## src/rtl/ptu_pkg.sv

```systemverilog
package ptu_pkg;

    localparam int DATA_W    = 32;
    localparam int PSC_W     = 16;
    localparam int CNT_W     = 16;
    localparam int FLAG_W    = 4;
    localparam int ADDR_W    = 2;

    localparam int MB_FUNC   = 0;
    localparam int MB_PIN    = 4;
    localparam int MB_IRQ    = 8;
    localparam int MB_CONT   = 10;
    localparam int MB_RUN    = 12;
    localparam int MB_WD     = 15;
    localparam int MB_EDGE   = 16;
    localparam int KEY_LANE  = 3;
    localparam logic [7:0] SVC_KEY = 8'hA5;

    localparam int FLAG_TERM = 0;
    localparam int FLAG_CAPT = 1;
    localparam int STAT_PIN  = 8;

    localparam logic [ADDR_W-1:0] A_MODE   = 2'd0;
    localparam logic [ADDR_W-1:0] A_PERIOD = 2'd1;
    localparam logic [ADDR_W-1:0] A_STATUS = 2'd2;
    localparam logic [ADDR_W-1:0] A_CAPT   = 2'd3;

    typedef enum logic [2:0] {
        FN_NONE    = 3'd0,
        FN_CAPTURE = 3'd1,
        FN_COMPARE = 3'd2,
        FN_WAVE    = 3'd3,
        FN_GPIO    = 3'd4,
        FN_RSV5    = 3'd5,
        FN_RSV6    = 3'd6,
        FN_RSV7    = 3'd7
    } fn_e;

    typedef enum logic [1:0] {
        PC_INPUT  = 2'd0,
        PC_INPUT1 = 2'd1,
        PC_LOW    = 2'd2,
        PC_HIGH   = 2'd3
    } pinctl_e;

    typedef enum logic [1:0] {
        ED_NONE = 2'd0,
        ED_RISE = 2'd1,
        ED_FALL = 2'd2,
        ED_BOTH = 2'd3
    } edge_e;

    typedef struct packed {
        edge_e   edge_sel;
        logic    wd_en;
        logic    run;
        logic    cont;
        logic    irq_en;
        pinctl_e pin_ctl;
        fn_e     func;
    } mode_t;

    typedef struct packed {
        logic [PSC_W-1:0] presc;
        logic [CNT_W-1:0] term;
    } period_t;

    function automatic mode_t mode_unpack(input logic [DATA_W-1:0] w);
        mode_t m;
        m.func     = fn_e'(w[MB_FUNC +: 3]);
        m.pin_ctl  = pinctl_e'(w[MB_PIN +: 2]);
        m.irq_en   = w[MB_IRQ];
        m.cont     = w[MB_CONT];
        m.run      = w[MB_RUN];
        m.wd_en    = w[MB_WD];
        m.edge_sel = edge_e'(w[MB_EDGE +: 2]);
        return m;
    endfunction

    function automatic logic [DATA_W-1:0] mode_pack(input mode_t m);
        logic [DATA_W-1:0] w;
        w = '0;
        w[MB_FUNC +: 3] = m.func;
        w[MB_PIN +: 2]  = m.pin_ctl;
        w[MB_IRQ]       = m.irq_en;
        w[MB_CONT]      = m.cont;
        w[MB_RUN]       = m.run;
        w[MB_WD]        = m.wd_en;
        w[MB_EDGE +: 2] = m.edge_sel;
        return w;
    endfunction

    function automatic logic edge_match(input edge_e sel, input logic rise, input logic fall);
        return (sel[0] & rise) | (sel[1] & fall);
    endfunction

endpackage

```

## src/rtl/ptu_counter.sv

```systemverilog
module ptu_counter
    import ptu_pkg::*;
#(
    parameter int P_W = PSC_W,
    parameter int C_W = CNT_W
) (
    input  logic           clk,
    input  logic           rst,
    input  logic           run,
    input  logic           restart,
    input  logic [P_W-1:0] presc,
    input  logic [C_W-1:0] term,
    output logic           term_hit,
    output logic [C_W-1:0] cnt_val
);

    logic [P_W-1:0] pre_q;
    logic [C_W-1:0] cnt_q;
    logic [P_W-1:0] pre_last;
    logic [C_W-1:0] cnt_last;
    logic           tick;

    // A zero field wraps to all ones here, giving a 2**W cycle limit.
    assign pre_last = presc - P_W'(1);
    assign cnt_last = term - C_W'(1);
    assign tick     = run && (pre_q == pre_last);
    assign term_hit = tick && (cnt_q == cnt_last);
    assign cnt_val  = cnt_q;

    always_ff @(posedge clk) begin
        if (rst || !run || restart) begin
            pre_q <= '0;
            cnt_q <= '0;
        end else if (tick) begin
            pre_q <= '0;
            cnt_q <= term_hit ? '0 : cnt_q + C_W'(1);
        end else begin
            pre_q <= pre_q + P_W'(1);
        end
    end

    assert_psc_bound_R4 : assert property (@(posedge clk) disable iff (rst)
        pre_q <= pre_last);

    assert_cnt_bound_R2 : assert property (@(posedge clk) disable iff (rst)
        cnt_q <= cnt_last);

endmodule

```

## src/rtl/ptu_pin.sv

```systemverilog
module ptu_pin
    import ptu_pkg::*;
#(
    parameter int SYNC_STAGES = 2
) (
    input  logic  clk,
    input  logic  rst,
    input  logic  pin_i,
    input  mode_t mode,
    output logic  pin_o,
    output logic  pin_oe,
    output logic  pin_lvl,
    output logic  capt_evt
);

    logic [SYNC_STAGES-1:0] sync_q;
    logic                   prev_q;
    logic                   rise;
    logic                   fall;

    generate
        if (SYNC_STAGES == 1) begin : g_single
            always_ff @(posedge clk) begin
                if (rst) sync_q <= '0;
                else     sync_q <= pin_i;
            end
        end else begin : g_chain
            always_ff @(posedge clk) begin
                if (rst) sync_q <= '0;
                else     sync_q <= {sync_q[SYNC_STAGES-2:0], pin_i};
            end
        end
    endgenerate

    assign pin_lvl = sync_q[SYNC_STAGES-1];

    always_ff @(posedge clk) begin
        if (rst) prev_q <= 1'b0;
        else     prev_q <= pin_lvl;
    end

    assign rise     = pin_lvl & ~prev_q;
    assign fall     = ~pin_lvl & prev_q;
    assign capt_evt = (mode.func == FN_CAPTURE) && edge_match(mode.edge_sel, rise, fall);

    always_comb begin
        pin_oe = 1'b0;
        pin_o  = 1'b0;
        if (mode.func == FN_GPIO) begin
            unique case (mode.pin_ctl)
                PC_LOW:  begin pin_oe = 1'b1; pin_o = 1'b0; end
                PC_HIGH: begin pin_oe = 1'b1; pin_o = 1'b1; end
                default: begin pin_oe = 1'b0; pin_o = 1'b0; end
            endcase
        end
    end

    assert_capt_on_change_R12 : assert property (@(posedge clk) disable iff (rst)
        capt_evt |-> (pin_lvl != prev_q));

endmodule

```

## src/rtl/ptu_regs.sv

```systemverilog
module ptu_regs
    import ptu_pkg::*;
(
    input  logic                clk,
    input  logic                rst,
    input  logic                bus_wr,
    input  logic [ADDR_W-1:0]   bus_addr,
    input  logic [3:0]          bus_be,
    input  logic [DATA_W-1:0]   bus_wdata,
    output logic [DATA_W-1:0]   bus_rdata,
    input  logic                term_hit,
    input  logic                capt_evt,
    input  logic [CNT_W-1:0]    capt_val,
    input  logic                pin_lvl,
    output mode_t               mode_q,
    output period_t             period_q,
    output logic                cnt_restart,
    output logic                irq,
    output logic                wdt_rst
);

    logic [FLAG_W-1:0] flags_q;
    logic [CNT_W-1:0]  capt_q;
    logic              wr_mode;
    logic              wr_period;
    logic              wr_status;
    logic              svc_wr;
    logic              armed;
    logic              stop_both;
    logic [DATA_W-1:0] merged;
    mode_t             mode_new;
    mode_t             mode_d;
    logic [FLAG_W-1:0] set_vec;
    logic [FLAG_W-1:0] clr_vec;

    assign wr_mode   = bus_wr && (bus_addr == A_MODE);
    assign wr_period = bus_wr && (bus_addr == A_PERIOD);
    assign wr_status = bus_wr && (bus_addr == A_STATUS);
    assign svc_wr    = wr_mode && bus_be[KEY_LANE] && (bus_wdata[KEY_LANE*8 +: 8] == SVC_KEY);
    assign armed     = mode_q.wd_en && mode_q.run;

    // Lanes 0..2 hold mode fields; lane 3 only ever carries the key.
    always_comb begin
        merged = mode_pack(mode_q);
        for (int i = 0; i < KEY_LANE; i++) begin
            if (bus_be[i]) merged[i*8 +: 8] = bus_wdata[i*8 +: 8];
        end
        mode_new  = mode_unpack(merged);
        stop_both = !mode_new.wd_en && !mode_new.run;
        if (armed && !stop_both) begin
            mode_new.wd_en = 1'b1;
            mode_new.run   = 1'b1;
        end
    end

    always_comb begin
        mode_d = mode_q;
        if (wr_mode && !svc_wr) begin
            mode_d = mode_new;
        end else if (term_hit && !mode_q.cont && !mode_q.wd_en) begin
            mode_d.run = 1'b0;
        end
    end

    assign cnt_restart = (svc_wr && armed) || wr_period;

    always_comb begin
        set_vec            = '0;
        set_vec[FLAG_TERM] = term_hit && !mode_q.wd_en;
        set_vec[FLAG_CAPT] = capt_evt;
        clr_vec            = wr_status ? bus_wdata[FLAG_W-1:0] : '0;
    end

    always_ff @(posedge clk) begin
        if (rst) begin
            mode_q   <= mode_unpack('0);
            period_q <= '0;
            flags_q  <= '0;
            capt_q   <= '0;
            wdt_rst  <= 1'b0;
        end else begin
            mode_q  <= mode_d;
            if (wr_period) period_q <= period_t'(bus_wdata);
            flags_q <= (flags_q & ~clr_vec) | set_vec;
            if (capt_evt) capt_q <= capt_val;
            wdt_rst <= term_hit && mode_q.wd_en;
        end
    end

    assign irq = (|flags_q) && mode_q.irq_en && !mode_q.wd_en;

    always_comb begin
        bus_rdata = '0;
        unique case (bus_addr)
            A_MODE:   bus_rdata = mode_pack(mode_q);
            A_PERIOD: bus_rdata = period_q;
            A_STATUS: begin
                bus_rdata[FLAG_W-1:0] = flags_q;
                bus_rdata[STAT_PIN]   = pin_lvl;
            end
            A_CAPT:   bus_rdata[CNT_W-1:0] = capt_q;
            default:  bus_rdata = '0;
        endcase
    end

    assert_oneshot_stops_R2 : assert property (@(posedge clk) disable iff (rst)
        term_hit && !mode_q.cont && !mode_q.wd_en && !wr_mode |=> !mode_q.run);

    assert_w1c_R5 : assert property (@(posedge clk) disable iff (rst)
        wr_status && bus_wdata[FLAG_TERM] && !set_vec[FLAG_TERM] |=> !flags_q[FLAG_TERM]);

    assert_key_keeps_mode_R8 : assert property (@(posedge clk) disable iff (rst)
        svc_wr && mode_q.wd_en |=> $stable(mode_q));

    assert_wd_lock_R9 : assert property (@(posedge clk) disable iff (rst)
        armed && !(wr_mode && !svc_wr && stop_both) |=> (mode_q.wd_en && mode_q.run));

endmodule

```

## src/rtl/periodic_timer_unit.sv

```systemverilog
module periodic_timer_unit
    import ptu_pkg::*;
#(
    parameter int SYNC_STAGES = 2
) (
    input  logic        clk,
    input  logic        rst,
    input  logic        bus_wr,
    input  logic [1:0]  bus_addr,
    input  logic [3:0]  bus_be,
    input  logic [31:0] bus_wdata,
    output logic [31:0] bus_rdata,
    input  logic        pin_i,
    output logic        pin_o,
    output logic        pin_oe,
    output logic        irq,
    output logic        wdt_rst
);

    mode_t            mode_q;
    period_t          period_q;
    logic             cnt_restart;
    logic             term_hit;
    logic [CNT_W-1:0] cnt_val;
    logic             pin_lvl;
    logic             capt_evt;

    ptu_regs u_regs (
        .clk         (clk),
        .rst         (rst),
        .bus_wr      (bus_wr),
        .bus_addr    (bus_addr),
        .bus_be      (bus_be),
        .bus_wdata   (bus_wdata),
        .bus_rdata   (bus_rdata),
        .term_hit    (term_hit),
        .capt_evt    (capt_evt),
        .capt_val    (cnt_val),
        .pin_lvl     (pin_lvl),
        .mode_q      (mode_q),
        .period_q    (period_q),
        .cnt_restart (cnt_restart),
        .irq         (irq),
        .wdt_rst     (wdt_rst)
    );

    ptu_counter #(
        .P_W (PSC_W),
        .C_W (CNT_W)
    ) u_cnt (
        .clk      (clk),
        .rst      (rst),
        .run      (mode_q.run),
        .restart  (cnt_restart),
        .presc    (period_q.presc),
        .term     (period_q.term),
        .term_hit (term_hit),
        .cnt_val  (cnt_val)
    );

    ptu_pin #(
        .SYNC_STAGES (SYNC_STAGES)
    ) u_pin (
        .clk      (clk),
        .rst      (rst),
        .pin_i    (pin_i),
        .mode     (mode_q),
        .pin_o    (pin_o),
        .pin_oe   (pin_oe),
        .pin_lvl  (pin_lvl),
        .capt_evt (capt_evt)
    );

    assert_wd_pulse_source_R7 : assert property (@(posedge clk) disable iff (rst)
        wdt_rst |-> $past(mode_q.wd_en && mode_q.run));

    assert_irq_quiet_in_wd_R6 : assert property (@(posedge clk) disable iff (rst)
        $rose(mode_q.wd_en) |-> !irq);

endmodule

```

## config.mk

```make
export PLATFORM = sky130hd
export DESIGN_NAME = periodic_timer_unit
export DESIGN_NICKNAME = d
export VERILOG_FILES = /design/src/rtl/ptu_pkg.sv /design/src/rtl/ptu_counter.sv /design/src/rtl/ptu_pin.sv /design/src/rtl/ptu_regs.sv /design/src/rtl/periodic_timer_unit.sv
export SDC_FILE = /design/constraint.sdc
export NUM_CORES = 1
export LEC_CHECK = 0
export ABC_AREA = 1
export CAP_MARGIN = 0
export CORE_AREA = 2 2 83 144
export CTS_CLUSTER_SIZE = 14
export DETAILED_ROUTE_END_ITERATION = 12
export DIE_AREA = 0 0 85 146
export PLACE_DENSITY = 0.76
export SLEW_MARGIN = 40
export SYNTH_ARGS = -nofsm -noshare
export SYNTH_HDL_FRONTEND = slang
export SYNTH_SLANG_ARGS = --single-unit
```

## constraint.sdc

```tcl
create_clock -name clk -period 3.85 [get_ports clk]
set_input_delay 0.77 -clock clk [delete_from_list [all_inputs] [get_ports clk]]
set_output_delay 0.77 -clock clk [all_outputs]
set_load 0.02 [all_outputs]
```

# Yosys cells after proc, flatten, opt, wreduce, memory -nomap -nowiden
# Cells that the tools add are included.
[classes]
n_addsub = 4
shifts = 0
n_eq_ne = 10
order_cmp = 0
n_bitwise = 10
muxes = 15
mul = 0
n_div = 0
n_reduce_logical = 37
[op_table]
columns = ["op", "n"]
rows = [
  ["adder 16 x 1 -> 16 bit, second input constant", 2],
  ["== test 16 bit", 2],
  ["one-hot mux 16 bit (2 select lines)", 1],
  ["subtractor 16 x 1 -> 16 bit, second input constant", 2],
  ["one-hot mux 7 bit (3 select lines)", 1],
  ["logical AND 1 bit", 19],
  ["two-way mux 16 bit", 1],
  ["one-hot mux 4 bit (4 select lines)", 1],
  ["one-hot mux 4 bit (3 select lines)", 1],
  ["== test 2 bit, second input constant", 4],
  ["== test 8 bit, second input constant", 1],
  ["two-way mux 8 bit", 1],
  ["logical NOT 1 bit", 7],
  ["two-way mux 1 bit", 6],
  ["AND reduction 2 bit", 3],
  ["AND 1 bit", 4],
  ["AND 4 bit", 1],
  ["two-way mux 4 bit", 1],
  ["NOT 4 bit", 1],
  ["bitwise OR 4 x 2 -> 4 bit", 1],
  ["one-hot mux 1 bit (4 select lines)", 1],
  ["OR reduction 2 bit", 2],
  ["OR reduction 4 bit", 1],
  ["== test 3 x 1 -> 1 bit, second input constant", 1],
  ["other kinds (8)", 11],
]
[word_totals]
ff_bits = 99
latch_bits = 0
romBits = 0
mem_count = 0
mem_bits_rw = 0
out_inout_bits = 36

# Longest topological paths before layout
[depth]
ltp_word = 8
ltp_mapped = 17

# Hierarchy
# From an unflattened synthesis, not the netlist that was laid out.
[unflattened]
cells_unflattened = 1002
hier_area_um2 = 6207.2
[modules_own_cells]
columns = ["module", "area_per_inst_um2", "n_inst", "cells_per_inst", "seq_area_each_um2"]
rows = [
  ["ptu_counter", 3235.6, 1, 571, 640.6],
  ["ptu_regs", 2836.5, 1, 410, 1281.2],
  ["ptu_pin", 135.1, 1, 21, 60.1],
]

# Worst setup path before layout
# Ideal clock, no wire load.
[synth_path]
kind = "input to output"
from = "input port bus_addr[0]"
to = "output port bus_rdata[6]"
setup_slack_ns = 1.370
arrival_ns = 1.710
required_ns = 3.080
path_stages = 5
path_cell_list = "inv_1 nor2_1 inv_1 clkbuf_1 o21ai_0"
[synth_via]
elab_chain_cells = 2
elab_cells_between_ends = 4
cone_classes = "eq/ne: 2; mux: 1; reduce/logical: 1"
[synth_lines]
columns = ["item", "line_no", "source"]
rows = [
  ["start: declaration", "periodic_timer_unit.sv:9", "input logic [1:0] bus_addr,"],
  ["== test 2 bit (tied with other cells)", "ptu_regs.sv:94", "unique case (bus_addr)"],
  ["one-hot mux 4 bit (3 select lines) (*)", "ptu_regs.sv:94", ""],
  ["end: declaration", "periodic_timer_unit.sv:12", "output logic [31:0] bus_rdata,"],
]
# Every way passes the cells marked *; elsewhere a longest branch is shown, timed or not.

# Worst setup path in the final report
[layout_path]
from = "input port bus_addr[1]"
to = "output port bus_rdata[4]"
# The elaborated chain is that of the path after synthesis.

==> results <==
[power groups by stage]
stage	clock, mW	sequential, mW	combinational, mW
after global placement	0	1.09	0.450
after floorplan	0	1.09	0.315
after global routing	0.975	1.07	0.517
after CTS	0.940	1.07	0.458
final	0.924	1.07	0.460
after detailed placement	0	1.09	0.454
[per-layer routing]
metal	wire length, um	track usage [%]	vias to the layer above	share of wire, %
li1	-	-	3042	-
met1	6250	27.7	2723	36
met2	9030	51.1	190	52
met3	598	3.40	88	3.4
met4	1590	24.3	0	9.1
met5	0	0	-	0
[layout make-up]
| cell class | count | area, um2 |
|---|---|---|
| fill | 1068 | 4140 |
| tap | 132 | 165 |
| sequential | 99 | 1980 |
| clock buffer | 11 | 243 |
| multi-input combinational | 651 | 3300 |
| clock inverter | 5 | 60.1 |
| inverter | 122 | 458 |
| timing repair buffer | 83 | 816 |
[synth_stat cells (2+ instances only)]
library cell / number / share of area, %
nand2_1: 187 / 12
nor2_1: 118 / 7.6
inv_1: 116 / 7.4
dfxtp_1: 99 / 34
o21ai_0: 72 / 6.2
a21oi_1: 69 / 5.9
nand3_1: 50 / 4.3
xor2_1: 28 / 4.2
nor3_1: 23 / 2.0
clkbuf_1: 22 / 1.4
nand4_1: 17 / 1.8
xnor2_1: 15 / 2.2
nor2_2: 9 / 0.96
nand3b_1: 7 / 0.90
nand2_2: 6 / 0.64
nor2_4: 6 / 1.2
inv_2: 5 / 0.32
o221ai_1: 5 / 0.75
ha_1: 4 / 0.86
nor3_2: 4 / 0.68
nor4_1: 4 / 0.43
o2111ai_1: 3 / 0.45
o21ai_1: 3 / 0.26
o22ai_1: 3 / 0.32
a211oi_1: 2 / 0.26
buf_6: 2 / 0.39
o21bai_1: 2 / 0.26
or2_2: 2 / 0.21
[worst register-to-register path: stages (launching register included)]
cell and delay [ns]:
dfxtp_1 0.36, inv_2 0.07, ha_1 0.34, inv_1 0.07, nand2_1 0.08, nand3_1 0.09
nor2_1 0.11, o21ai_0 0.08, nor2_1 0.19, nand2_1 0.09, nor2_2 0.13, nand2_2 0.08
nor2_4 0.35, inv_1 0.17, nand2_2 0.32, o21ai_0 0.12
[final timing paths]
path,slack (ns),end,cells past startpoint
setup / recovery,0.19,bus_rdata[4],5
hold / removal,0.42,u_pin.sync_q[1]$_SDFF_PP0_,2
setup reg to reg,1.05,u_cnt.cnt_val[1]$_SDFFE_PP0P_,15
hold reg to reg,0.42,u_pin.sync_q[1]$_SDFF_PP0_,2
[cells by family (layout without fill, tap and decap cells)]
family	after synthesis	after routing	share of synthesized area (%)
AOI/OAI and AO/OA	167	167	15.5
xor gates and xnor gates	44	44	6.72
adders and majority gates	4	4	0.856
buffers and inverters	147	221	9.72
DFF	99	99	33.9
and+or+nand+nor	436	436	33.3
[cells in the final DEF (no fill, tap or decap), types with 2 or more instances in the layout]
cell type	count
nand3_1	50
xnor2_1	15
inv_2	5
nor2_1	118
o2111ai_1	3
nor3_1	23
a211oi_1	2
nor2_2	9
clkdlybuf4s50_1	77
nand2_1	186
a21oi_1	69
inv_1	116
nand3b_1	7
nor2_4	6
nand4_1	17
o21ai_0	72
or2_2	2
clkbuf_16	9
nor4_1	4
buf_4	6
ha_1	4
nor3_2	4
xor2_1	28
o21bai_1	2
o221ai_1	5
nand2_2	7
o22ai_1	3
o21ai_1	3
dfxtp_1	99
inv_6	2
[through the flow]
stage	utilization (%)	area, um2
floorplan	-	5850
global placement	60.2	6720
detailed placement	60.2	6720
CTS	62.9	7020
global route	62.9	7020
finish	62.9	7020
[sequential cells by signal (all words and copies together) (netlist names)]
signal	cells
u_regs.flags_q	4
u_cnt.cnt_val	16
u_pin.sync_q	2
u_regs.capt_q	16
u_regs.period_q	32
u_pin.prev_q	1
u_regs.mode_q	11
u_cnt.pre_q	16
u_regs.wdt_rst	1
==> results.tsv <==
stage	metric	value	unit
run_status	outcome	complete, no violations	
critical_path	critical path required time	3.08	ns
clocking	CTS clk-pin slew, worst paths	0.07	ns
critical_path	Worst EP arrival	2.89	ns
critical_path	Crit Path Category	primary input to output port	
critical_path	CP endpoint kind	output port	
placement	input/output buffers	77	
timing	setup violators final	0	
logic_synthesis	asr flop ratio synth	0	%
detailed_routing	DRT Pass-1 Iters	6	
placement	GP Congestion	0.979	
die	die width	85	um
detailed_routing	vias	6043	
timing	setup TNS	0	ns
placement	Placed Cells	1087	
die	CORE AREA	11200	um2
power_and_ir_drop	share of power burned in the clock network	37.6	%
timing	Max Fclk	0.273	GHz
critical_path	Critical-path top delay cell	clkdlybuf4s50_1	
logic_synthesis	Post-Syn Area	5850	um2
clocking	CTS Hold Bufs	0	
clocking	cts bufs inserted	9	
detailed_routing	post-route antenna net violation count	0	
detailed_routing	Vias/cell	5.48	
logic_synthesis	Mapped Cells	897	
clocking	Post-CTS Setup Inserts	0	
timing	slack of the critical path	0.191	ns
final_layout	P&R area growth vs syn	20.1	%
clocking	Resize count post-CTS	0	
logic_synthesis	ys flop type	dfxtp_1	
hold_path	Hold Startpoint	u_pin.sync_q[0]$_SDFF_PP0_	
grt	vias in the first global route	5903	
power_and_ir_drop	switching power	0.709	mW
die	die footprint	12400	um2
final_layout	Layout Nets	1012	
clocking	H-tree levels	3	
critical_path	crit start category	primary input	
power_and_ir_drop	combinational power share	18.7	%
timing	Final Hold Viols	0	
timing	Slew headroom	48.9	%
logic_synthesis	sequential-to-total area share from yosys stat	33.9	%
grt	largest net degree at the start of global routing	65	
hold_path	Worst Hold Class	flop to flop	
power_and_ir_drop	P per Cell Area	350	nW/um2
power_and_ir_drop	Peak VDD IR	230	uV
timing	WHS	0.416	ns
clocking	TritonCTS Sinks	99	
critical_path	Crit path max-delay family	buffers and inverters	
detailed_routing	Iter 0 DRT Violations	297	
placement	pre-CTS setup slack	0.253	ns
timing	Worst Tran Pin Value	0.766	ns
logic_synthesis	syn_nets	943	
placement	half-perimeter wire length after placement	13600	um
power_and_ir_drop	switch share	28.9	%
grt	Remaining Overflow, GRT	0	
final_layout	share of cells above drive strength 1	6.18	%
critical_path	Worst Setup SP	bus_addr[1]	
timing	RSZ-0062 raised after global routing	false	
clocking	CTS max path bufs	2	
clocking	CTS root buf	clkbuf_16	
power_and_ir_drop	total power draw	2.46	mW
final_layout	post-route insts no fill	1103	
power_and_ir_drop	Cell Int Power	1.75	mW
timing	Worst Skew	0.00817	ns
logic_synthesis	syn avg cell area	6.52	um2
critical_path	critical path cell sequence	clkdlybuf4s50_1 > nor2_1 > clkinv_1 > o221ai_1 > clkdlybuf4s50_1	
clocking	CTS tree	built	
clocking	worst skew pair latency	0.34	ns
timing	Final period util	95.0	%
power_and_ir_drop	Sequential Power Share	43.6	%
final_layout	diode count	0	
logic_synthesis	EDFF count, synth	0	
grt	first-pass GRT wire length	27800	um
timing	fin crit period	3.66	ns
grt	antenna violations before repair	0	
critical_path	critical path fanouts, max	9	
die	die height	146	um
detailed_routing	final wirelength	17500	um
die	# rows	51	
critical_path	most used cell, CP	clkdlybuf4s50_1	
die	I/O pin cnt	78	
critical_path	RR Startpoint	u_regs.period_q[16]$_SDFFE_PP0P_	
flow_run	Max-Cap Viols	0	
logic_synthesis	count of cell types in the netlist	42	
timing	Pins Over Slew Limit	0	
detailed_routing	DR DRC count	0	
power_and_ir_drop	Pleak	2.78	nW
critical_path	Critical path buffers and inverters	3	
logic_synthesis	Yosys warning total	0	
logic_synthesis	Seq cells post-synth	99	
detailed_routing	WL per Instance	15.8	um
grt	GRT Overall Usage	28.4	%
critical_path	slowest cell delay on critical path	0.66	ns
die	Initial Utilization	52.4	%
Power figures use the tool's default switching activity.
